**src/rtl/dio24_paged_port.sv**
```systemverilog
module dio24_paged_port #(
  parameter logic [7:0] CFG_DEFAULT = 8'h9B
) (
  input  logic        clk,
  input  logic        rst_n,
  input  logic        bus_wr,
  input  logic [3:0]  bus_addr,
  input  logic [7:0]  bus_wdata,
  output logic [7:0]  bus_rdata,
  input  logic [23:0] pin_in,
  output logic [23:0] pin_out,
  output logic [23:0] pin_oe
);
  localparam logic [3:0] A_CTRL = 4'h8, A_P0 = 4'hC, A_P1 = 4'hD, A_P2 = 4'hE, A_P3 = 4'hF;

  logic        page_q;
  logic [7:0]  cfg_q;
  logic [23:0] lat_q;
  logic [7:0]  scr_q [3];

  wire ctl_wr   = bus_wr && bus_addr == A_CTRL;
  wire brd_rst  = ctl_wr && bus_wdata[5];
  wire dio_wr   = bus_wr && page_q;
  wire tmr_wr   = bus_wr && !page_q;

  always_ff @(posedge clk or negedge rst_n) begin
    if (!rst_n) begin
      page_q <= 1'b0;
      cfg_q  <= CFG_DEFAULT;
      lat_q  <= '0;
      for (int i = 0; i < 3; i++) scr_q[i] <= '0;
    end else begin
      if (ctl_wr) page_q <= bus_wdata[0];
      if (brd_rst) begin
        cfg_q <= CFG_DEFAULT;
        lat_q <= '0;
      end else if (dio_wr) begin
        case (bus_addr)
          A_P0: lat_q[7:0]   <= bus_wdata;
          A_P1: lat_q[15:8]  <= bus_wdata;
          A_P2: lat_q[23:16] <= bus_wdata;
          A_P3: cfg_q        <= bus_wdata;
          default: ;
        endcase
      end
      if (tmr_wr && bus_addr >= A_P1) scr_q[bus_addr - A_P1] <= bus_wdata;
    end
  end

  wire en = cfg_q[7];
  assign pin_out = lat_q;
  assign pin_oe  = { {4{en & ~cfg_q[3]}}, {4{en & ~cfg_q[0]}},
                     {8{en & ~cfg_q[1]}}, {8{en & ~cfg_q[4]}} };

  always_comb begin
    bus_rdata = 8'h00;
    if (page_q) begin
      case (bus_addr)
        A_P0: bus_rdata = pin_in[7:0];
        A_P1: bus_rdata = pin_in[15:8];
        A_P2: bus_rdata = pin_in[23:16];
        A_P3: bus_rdata = cfg_q;
        default: ;
      endcase
    end else if (bus_addr >= A_P1) begin
      bus_rdata = scr_q[bus_addr - A_P1];
    end
  end


  all_out_chk: assert property (@(posedge clk) disable iff (!rst_n)
    (dio_wr && bus_addr == A_P3 && bus_wdata == 8'h80) |=> (pin_oe == 24'hFFFFFF));


  tristate_chk: assert property (@(posedge clk) disable iff (!rst_n)
    (dio_wr && bus_addr == A_P3 && !bus_wdata[7]) |=> (pin_oe == 24'h0));


  board_reset_chk: assert property (@(posedge clk) disable iff (!rst_n)
    brd_rst |=> (pin_out == 24'h0 && pin_oe == 24'h0));


  timer_page_isolation_chk: assert property (@(posedge clk) disable iff (!rst_n)
    (!page_q && !ctl_wr) |=> ($stable(pin_out) && $stable(pin_oe)));
endmodule

```
**config.mk**
```make
export PLATFORM = sky130hd
export DESIGN_NAME = dio24_paged_port
export DESIGN_NICKNAME = d
export VERILOG_FILES = /design/src/rtl/dio24_paged_port.sv
export SDC_FILE = /design/constraint.sdc
export NUM_CORES = 1
export LEC_CHECK = 0
export ABC_AREA = 0
export BUFFER_PORTS_ARGS = -buffer_cell sky130_fd_sc_hd__buf_2
export CAP_MARGIN = 0
export CORE_UTILIZATION = 40
export DETAILED_ROUTE_END_ITERATION = 10
export GPL_ROUTABILITY_DRIVEN = 0
export GPL_TIMING_DRIVEN = 0
export PLACE_DENSITY = 0.76
export SYNTH_ARGS = -nofsm -noshare
export SYNTH_HDL_FRONTEND = slang
export SYNTH_SLANG_ARGS = --single-unit
```
**constraint.sdc**
```tcl
create_clock -name clk -period 3 [get_ports clk]
set_clock_uncertainty 0.2 [all_clocks]
set_input_delay 0.6 -clock clk [delete_from_list [all_inputs] [get_ports clk]]
set_output_delay 0.6 -clock clk [all_outputs]
set_load 0.02 [all_outputs]
```
==> summary.txt, run 1 <==
Outcome
  – Outcome: finished, final reports clean

Critical path
  – Setup crit end kind: primary output
  – Reg2reg path depth: 4
  – Crit path required time: 2.20 ns
  – Reg2Reg Setup Slack: 1.31 ns
  – Critical Path AT: 2.17 ns
  – Startpoint types: input port
  – Reg2reg start: page_q$_DFFE_PN0P_
  – RR Endpoint: scr_q[4]$_DFFE_PN0P_
  – Critical path fanouts, max: 5
  – Critical path class: in2out

Die
  – Die width: 89.78 um
  – Full die area: 0.008060 mm^2
  – Ports: 95
  – Row count: 31
  – Die Ht: 89.78 um
  – Area of the core: 0.007331 mm^2
  – Initial Utilization: 42.04%

Logic synthesis
  – Ys async rst share: 100.0%
  – Post-synth top area share: 42.22%
  – EDFF count, synth: 0
  – Sequential-to-total area share from yosys stat: 46.49%
  – Mapped Cells: 291
  – Syn_area_per_cell: 10.59 um^2
  – Ys flop type: dfrtp_1
  – Top post-synthesis cells by count: dfrtp_1 (52), nand3_1 (38), o21ai_0 (32)
  – Syn Std Cell Area: 0.003082 mm^2
  – Seq cells post-synth: 57
  – Net Count, Synth: 335
  – Top post-synthesis cells by area: dfrtp_1 (42%), mux2_2 (8.8%), nand3_1 (6.2%), o21ai_0 (5.2%), buf_4 (5.1%)
  – Synth area leader: dfrtp_1
  – Warnings, synthesis: 0
  – Synth cell types: 29
  – Top-count cell post-synth: dfrtp_1

Timing
  – Final setup fails: 0
  – Tmin final: 2.967 ns
  – Worst slew pin tran: 0.7080 ns
  – Slew margin rel.: 52.80%
  – Fmax: 337.0 MHz
  – Max Slew Vio Count: 0
  – RSZ-0062 raised after global routing: false
  – Final Cycle Share: 98.90%
  – Fin. Hold Viols: 0

Clocking
  – Number of H-tree levels: 3
  – CTS Sinks: 57
  – Clock Latency Late Sink: 0.33 ns
  – CTS Buffer Depth: 2
  – TritonCTS clock tree: yes
  – CTS buffer count: 9
  – Root Driver: clkbuf_8
  – Register clock-pin slew on the reported worst setup and hold paths: 0.06 ns
  – CTS Hold Bufs: 0

Power
  – Lkg Pwr: 2.033 nW
  – Maximum vdd drop: 269.4 uV
  – PwrDens: 691.7 mW/mm^2
  – Pwr Total: 2.858 mW

Global routing
  – Vias in the first global route: 2,725
  – Total gr overflow: 0
  – Total GRT Usage: 22.87%
  – Largest net degree at the start of global routing: 58
  – First-pass GRT wire length: 14,170 um
  – Initial antenna violation count: 0

Finish
  – # nets final: 444
  – Fill cells: 632
  – N_diodes: 0
  – Area occupied by multi-input gates: 0.001516 mm^2
  – Register area: 0.001433 mm^2
  – Area Growth Syn to Fin: 34.06%
  – Final cell count without fillers: 504
  – Layout cells sized above 1: 53.83%

Drt
  – Drt via density: 5.438
  – Routed WL: 8687 um
  – Antenna Nets Post-Route: 0
  – Drt pass-1 iters: 4
  – # DRC: 0
  – DRT iter0 DRCs: 215
  – DR vias: 2,741
  – WL/cell: 17.24 um

Run
  – Max Cap Viol: 0

Place
  – HPWL after DPL: 6087 um
  – IO buf count: 94
  – Placed insts: 484

Worst hold path
  – Min-delay worst type: in2async
-- sequential cells by signal, indices dropped and copies added, names as in the netlist --
signal,flops
pin_out,24
scr_q,24
cfg_q,8
page_q,1
-- worst max path at each step --
stage,from,to,slack (ns),cells past startpoint
2_1_floorplan,bus_addr[0],bus_rdata[6],0.03,8
3_3_place_gp,bus_addr[0],bus_rdata[5],-0.54,9
3_5_place_dp,bus_addr[0],bus_rdata[4],-0.55,9
4_1_cts,bus_addr[0],bus_rdata[6],0.001,9
5_1_grt,bus_addr[1],bus_rdata[5],0.004,8
6_report,bus_addr[0],bus_rdata[6],0.03,9
-- stage by stage --
step,instance area (um^2),utilization (%),worst slack (ns),hold slack [ns],setup TNS (ns)
6_report,4131,56.36,0.03302,0.1127,0
2_1_floorplan,3126,-,0.03332,0.1044,0
3_5_place_dp,3720,50.74,-0.5548,0.2869,-3.747
4_1_cts,4085,55.73,0.001255,0.3041,0
5_1_grt,4131,56.36,0.004043,0.1632,0
3_3_place_gp,3720,50.74,-0.5409,0.2692,-3.558
-- cells by family after synthesis --
logic type / after synthesis / synth area share, %
flip-flops: 57 / 46.49
multiplexers: 33 / 13.03
AO/OA/AOI/OAI: 92 / 17.86
adder cells (fa/ha/maj): 5 / 2.030
AND/OR/NAND/NOR: 54 / 11.17
buffers and inverters: 50 / 9.419
-- worst max-delay path, cell delays in order --
cell	delay, ns
buf_2	0.13
clkbuf_16	0.15
inv_2	0.05
ha_4	0.27
buf_6	0.12
mux2_2	0.35
a22oi_2	0.18
o22ai_1	0.11
buf_4	0.20
-- per-layer routing --
layer / share of wire, % / track usage [%] / vias up
met5: 0 / 0 / -
met2: 49 / 37.88 / 135
met3: 7.9 / 4.907 / 23
met4: 2.8 / 10.38 / 0
li1: - / - / 1271
met1: 40 / 28.62 / 1312
-- placed cells by master (no fill, tap or decap), types with 2 or more instances in the layout --
| cell type | count |
|---|---|
| a22oi_1 | 2 |
| buf_6 | 3 |
| o21ai_0 | 32 |
| dfstp_2 | 5 |
| clkbuf_1 | 4 |
| clkbuf_8 | 10 |
| nor2b_1 | 4 |
| inv_1 | 7 |
| clkinv_2 | 2 |
| or2_2 | 2 |
| ha_1 | 4 |
| mux2_4 | 8 |
| o22ai_2 | 7 |
| a21oi_1 | 27 |
| a221oi_2 | 4 |
| a22o_1 | 8 |
| a22oi_2 | 6 |
| buf_2 | 103 |
| a221oi_1 | 2 |
| nand4_4 | 3 |
| bufinv_16 | 2 |
| buf_4 | 28 |
| nand3_1 | 38 |
| dfrtp_1 | 52 |
| a221oi_4 | 2 |
| mux2_2 | 24 |
-- where the power goes --
| part | internal [mW] | total (mW) | switching, mW |
|---|---|---|---|
| Clock | 0.489 | 0.790 | 0.302 |
| Combinational | 0.469 | 1.03 | 0.557 |
| Sequential | 0.944 | 1.04 | 0.0972 |
| Total | 1.90 | 2.86 | 0.956 |
-- cell type report --
class / instances / share of cell area [%]
multi-input cells: 184 / 36.70
clock inverters: 5 / 1.908
inverters: 8 / 0.7268
clock buffers: 11 / 3.422
flip-flops and latches: 57 / 34.68
plain buffers: 41 / 6.935
well taps: 99 / 2.998
repair buffers: 99 / 12.63
-- what timing repair did --
action,4_1_cts,5_1_grt
pin swaps,2,0
gates cloned,1,0
resized for setup,29,6
setup endpoints to repair,8,8
setup buffers,0,4
Power figures use the tool's default switching activity.
==> run 2: changes to the inputs <==
--- a/config.mk
+++ b/config.mk
@@ -12,7 +12,8 @@
 export DETAILED_ROUTE_END_ITERATION = 10
 export GPL_ROUTABILITY_DRIVEN = 0
 export GPL_TIMING_DRIVEN = 0
-export PLACE_DENSITY = 0.76
+export PLACE_DENSITY = 0.71
+export SETUP_SLACK_MARGIN = 0.2
 export SYNTH_ARGS = -nofsm -noshare
 export SYNTH_HDL_FRONTEND = slang
 export SYNTH_SLANG_ARGS = --single-unit
==> run 2 against run 1 <==
  * Non-clock buffer count fell by 1
  * Highest routed layer unchanged
  * Register-to-register slack barely moved
  * Sequential power barely moved
  * First-iteration DRC count rose by 15%
  * Combinational power barely moved
  * Flip-flop and latch count did not move
  * Worst hold slack improved by 0.0040 ns
  * Setup slack improved by 0.18 ns
  * Core utilization rose by 1.9 points
  * Via count rose by 0.15%
  * Clock power rose by 4.7%
  * Sequential share of layout area fell by 1.1 points
==> summary.txt, run 2 (synthesis gave the netlist of run 1 again) <==
Outcome
  – Outcome: finished, final reports clean

Drt
  – DRT iter0 DRCs: 247
  – Drt via density: 5.457
  – Drt pass-1 iters: 7
  – DR vias: 2,745
  – # DRC: 0
  – Antenna Nets Post-Route: 0
  – WL/cell: 17.78 um
  – Routed WL: 8941 um

Die
  – Die width: 89.78 um
  – Area of the core: 0.007331 mm^2
  – Row count: 31
  – Initial Utilization: 42.04%
  – Die Ht: 89.78 um
  – Ports: 95
  – Full die area: 0.008060 mm^2

Critical path
  – Critical Path AT: 1.99 ns
  – Critical path class: in2out
  – Reg2reg start: page_q$_DFFE_PN0P_
  – Reg2reg path depth: 4
  – Setup crit end kind: primary output
  – Critical path fanouts, max: 5
  – Crit path required time: 2.20 ns
  – Reg2Reg Setup Slack: 1.31 ns
  – Startpoint types: input port
  – RR Endpoint: scr_q[2]$_DFFE_PN0P_

Finish
  – Fill cells: 622
  – N_diodes: 0
  – Most common cell after layout, fill and taps aside: buf_2
  – Final cell count without fillers: 503
  – Final core occ: 58.25%
  – # nets final: 443
  – Area Growth Syn to Fin: 38.57%
  – Layout cells sized above 1: 55.20%
  – Commonest non-fill, non-tap cells in the layout: buf_2 (94), dfrtp_1 (52), nand3_1 (38)

Timing
  – Max Slew Vio Count: 0
  – Tmin final: 2.786 ns
  – Slew margin rel.: 52.72%
  – Final setup fails: 0
  – Fmax: 358.9 MHz
  – Final Cycle Share: 92.87%
  – Min setup slack post-route: 0.2139 ns
  – RSZ-0062 raised after global routing: true
  – Fin. Hold Viols: 0
  – Worst slew pin tran: 0.7092 ns

Global routing
  – Largest net degree at the start of global routing: 58
  – Initial antenna violation count: 0
  – Vias in the first global route: 2,642
  – First-pass GRT wire length: 14,290 um
  – Total gr overflow: 0
  – Total GRT Usage: 23.26%

Clocking
  – Root Driver: clkbuf_8
  – TritonCTS clock tree: yes
  – Number of H-tree levels: 3
  – CTS Hold Bufs: 0
  – Register clock-pin slew on the reported worst setup and hold paths: 0.06 ns
  – CTS Sinks: 57
  – CTS Buffer Depth: 2
  – Clock Latency Late Sink: 0.33 ns
  – CTS buffer count: 9

Place
  – HPWL after DPL: 6016 um
  – IO buf count: 94
  – Placed insts: 484
  – DP Worst Slack: -0.3222 ns

Power
  – PwrDens: 687.0 mW/mm^2
  – Maximum vdd drop: 319.7 uV
  – Lkg Pwr: 2.062 nW

Worst hold path
  – Min-delay worst type: in2async

Run
  – Max Cap Viol: 0
## run 2: worst max-delay path by stage
stage,startpoint,end,slack [ns],cells after the start
4_1_cts,bus_addr[0],bus_rdata[7],0.19,10
2_1_floorplan,bus_addr[0],bus_rdata[6],0.22,7
3_5_place_dp,bus_addr[0],bus_rdata[4],-0.32,9
3_3_place_gp,bus_addr[0],bus_rdata[4],-0.32,9
6_report,bus_addr[0],bus_rdata[3],0.21,9
5_1_grt,bus_addr[0],bus_rdata[0],0.19,9
## run 2: per-layer routing
| layer | wire [um] | vias to the layer above | track usage [%] |
|---|---|---|---|
| met3 | 696 | 19 | 5.668 |
| met5 | 0 | - | 0 |
| met2 | 4292 | 139 | 36.47 |
| met4 | 225 | 0 | 10.11 |
| li1 | - | 1273 | - |
| met1 | 3727 | 1314 | 30.55 |
## run 2: cell type report
class / count / area, um^2 / area share [%]
sequential: 57 / 1433 / 33.55
multi-input combinational: 184 / 1574 / 36.86
tap: 99 / 123.9 / 2.901
clock inverter: 4 / 75.07 / 1.758
clock buffer: 12 / 155.1 / 3.633
inverter: 8 / 35.03 / 0.8204
timing repair buffer: 97 / 559.3 / 13.10
buffer: 42 / 315.3 / 7.384
## run 2: stage by stage
stage / total power, mW / TNS, ns / instance area, um^2 / hold slack, ns
global route: 3.084 / 0 / 4270 / 0.1633
CTS: 2.923 / 0 / 4212 / 0.3014
detailed placement: 2.027 / -2.061 / 3727 / 0.2808
global placement: 2.003 / -2.104 / 3727 / 0.2703
finish: 2.934 / 0 / 4270 / 0.1167
floorplan: 1.716 / 0 / 3133 / 0.1044
## run 2: where the power goes
group          total [mW]  internal [mW]  switching [mW]
clock network       0.827          0.513           0.313
registers            1.04          0.944          0.0993
logic                1.06          0.498           0.565
## run 2: worst max-delay path, stage by stage
cell	delay [ns]
buf_8	0.09
buf_8	0.10
inv_6	0.03
ha_4	0.28
buf_8	0.13
mux2_4	0.31
a22oi_2	0.19
o22ai_2	0.10
buf_6	0.16
## run 2: what timing repair did
action,in CTS,in global routing
gates cloned,1,0
pin swaps,16,6
buffers inserted,1,1
setup endpoints to repair,8,8
gates resized for setup,56,16
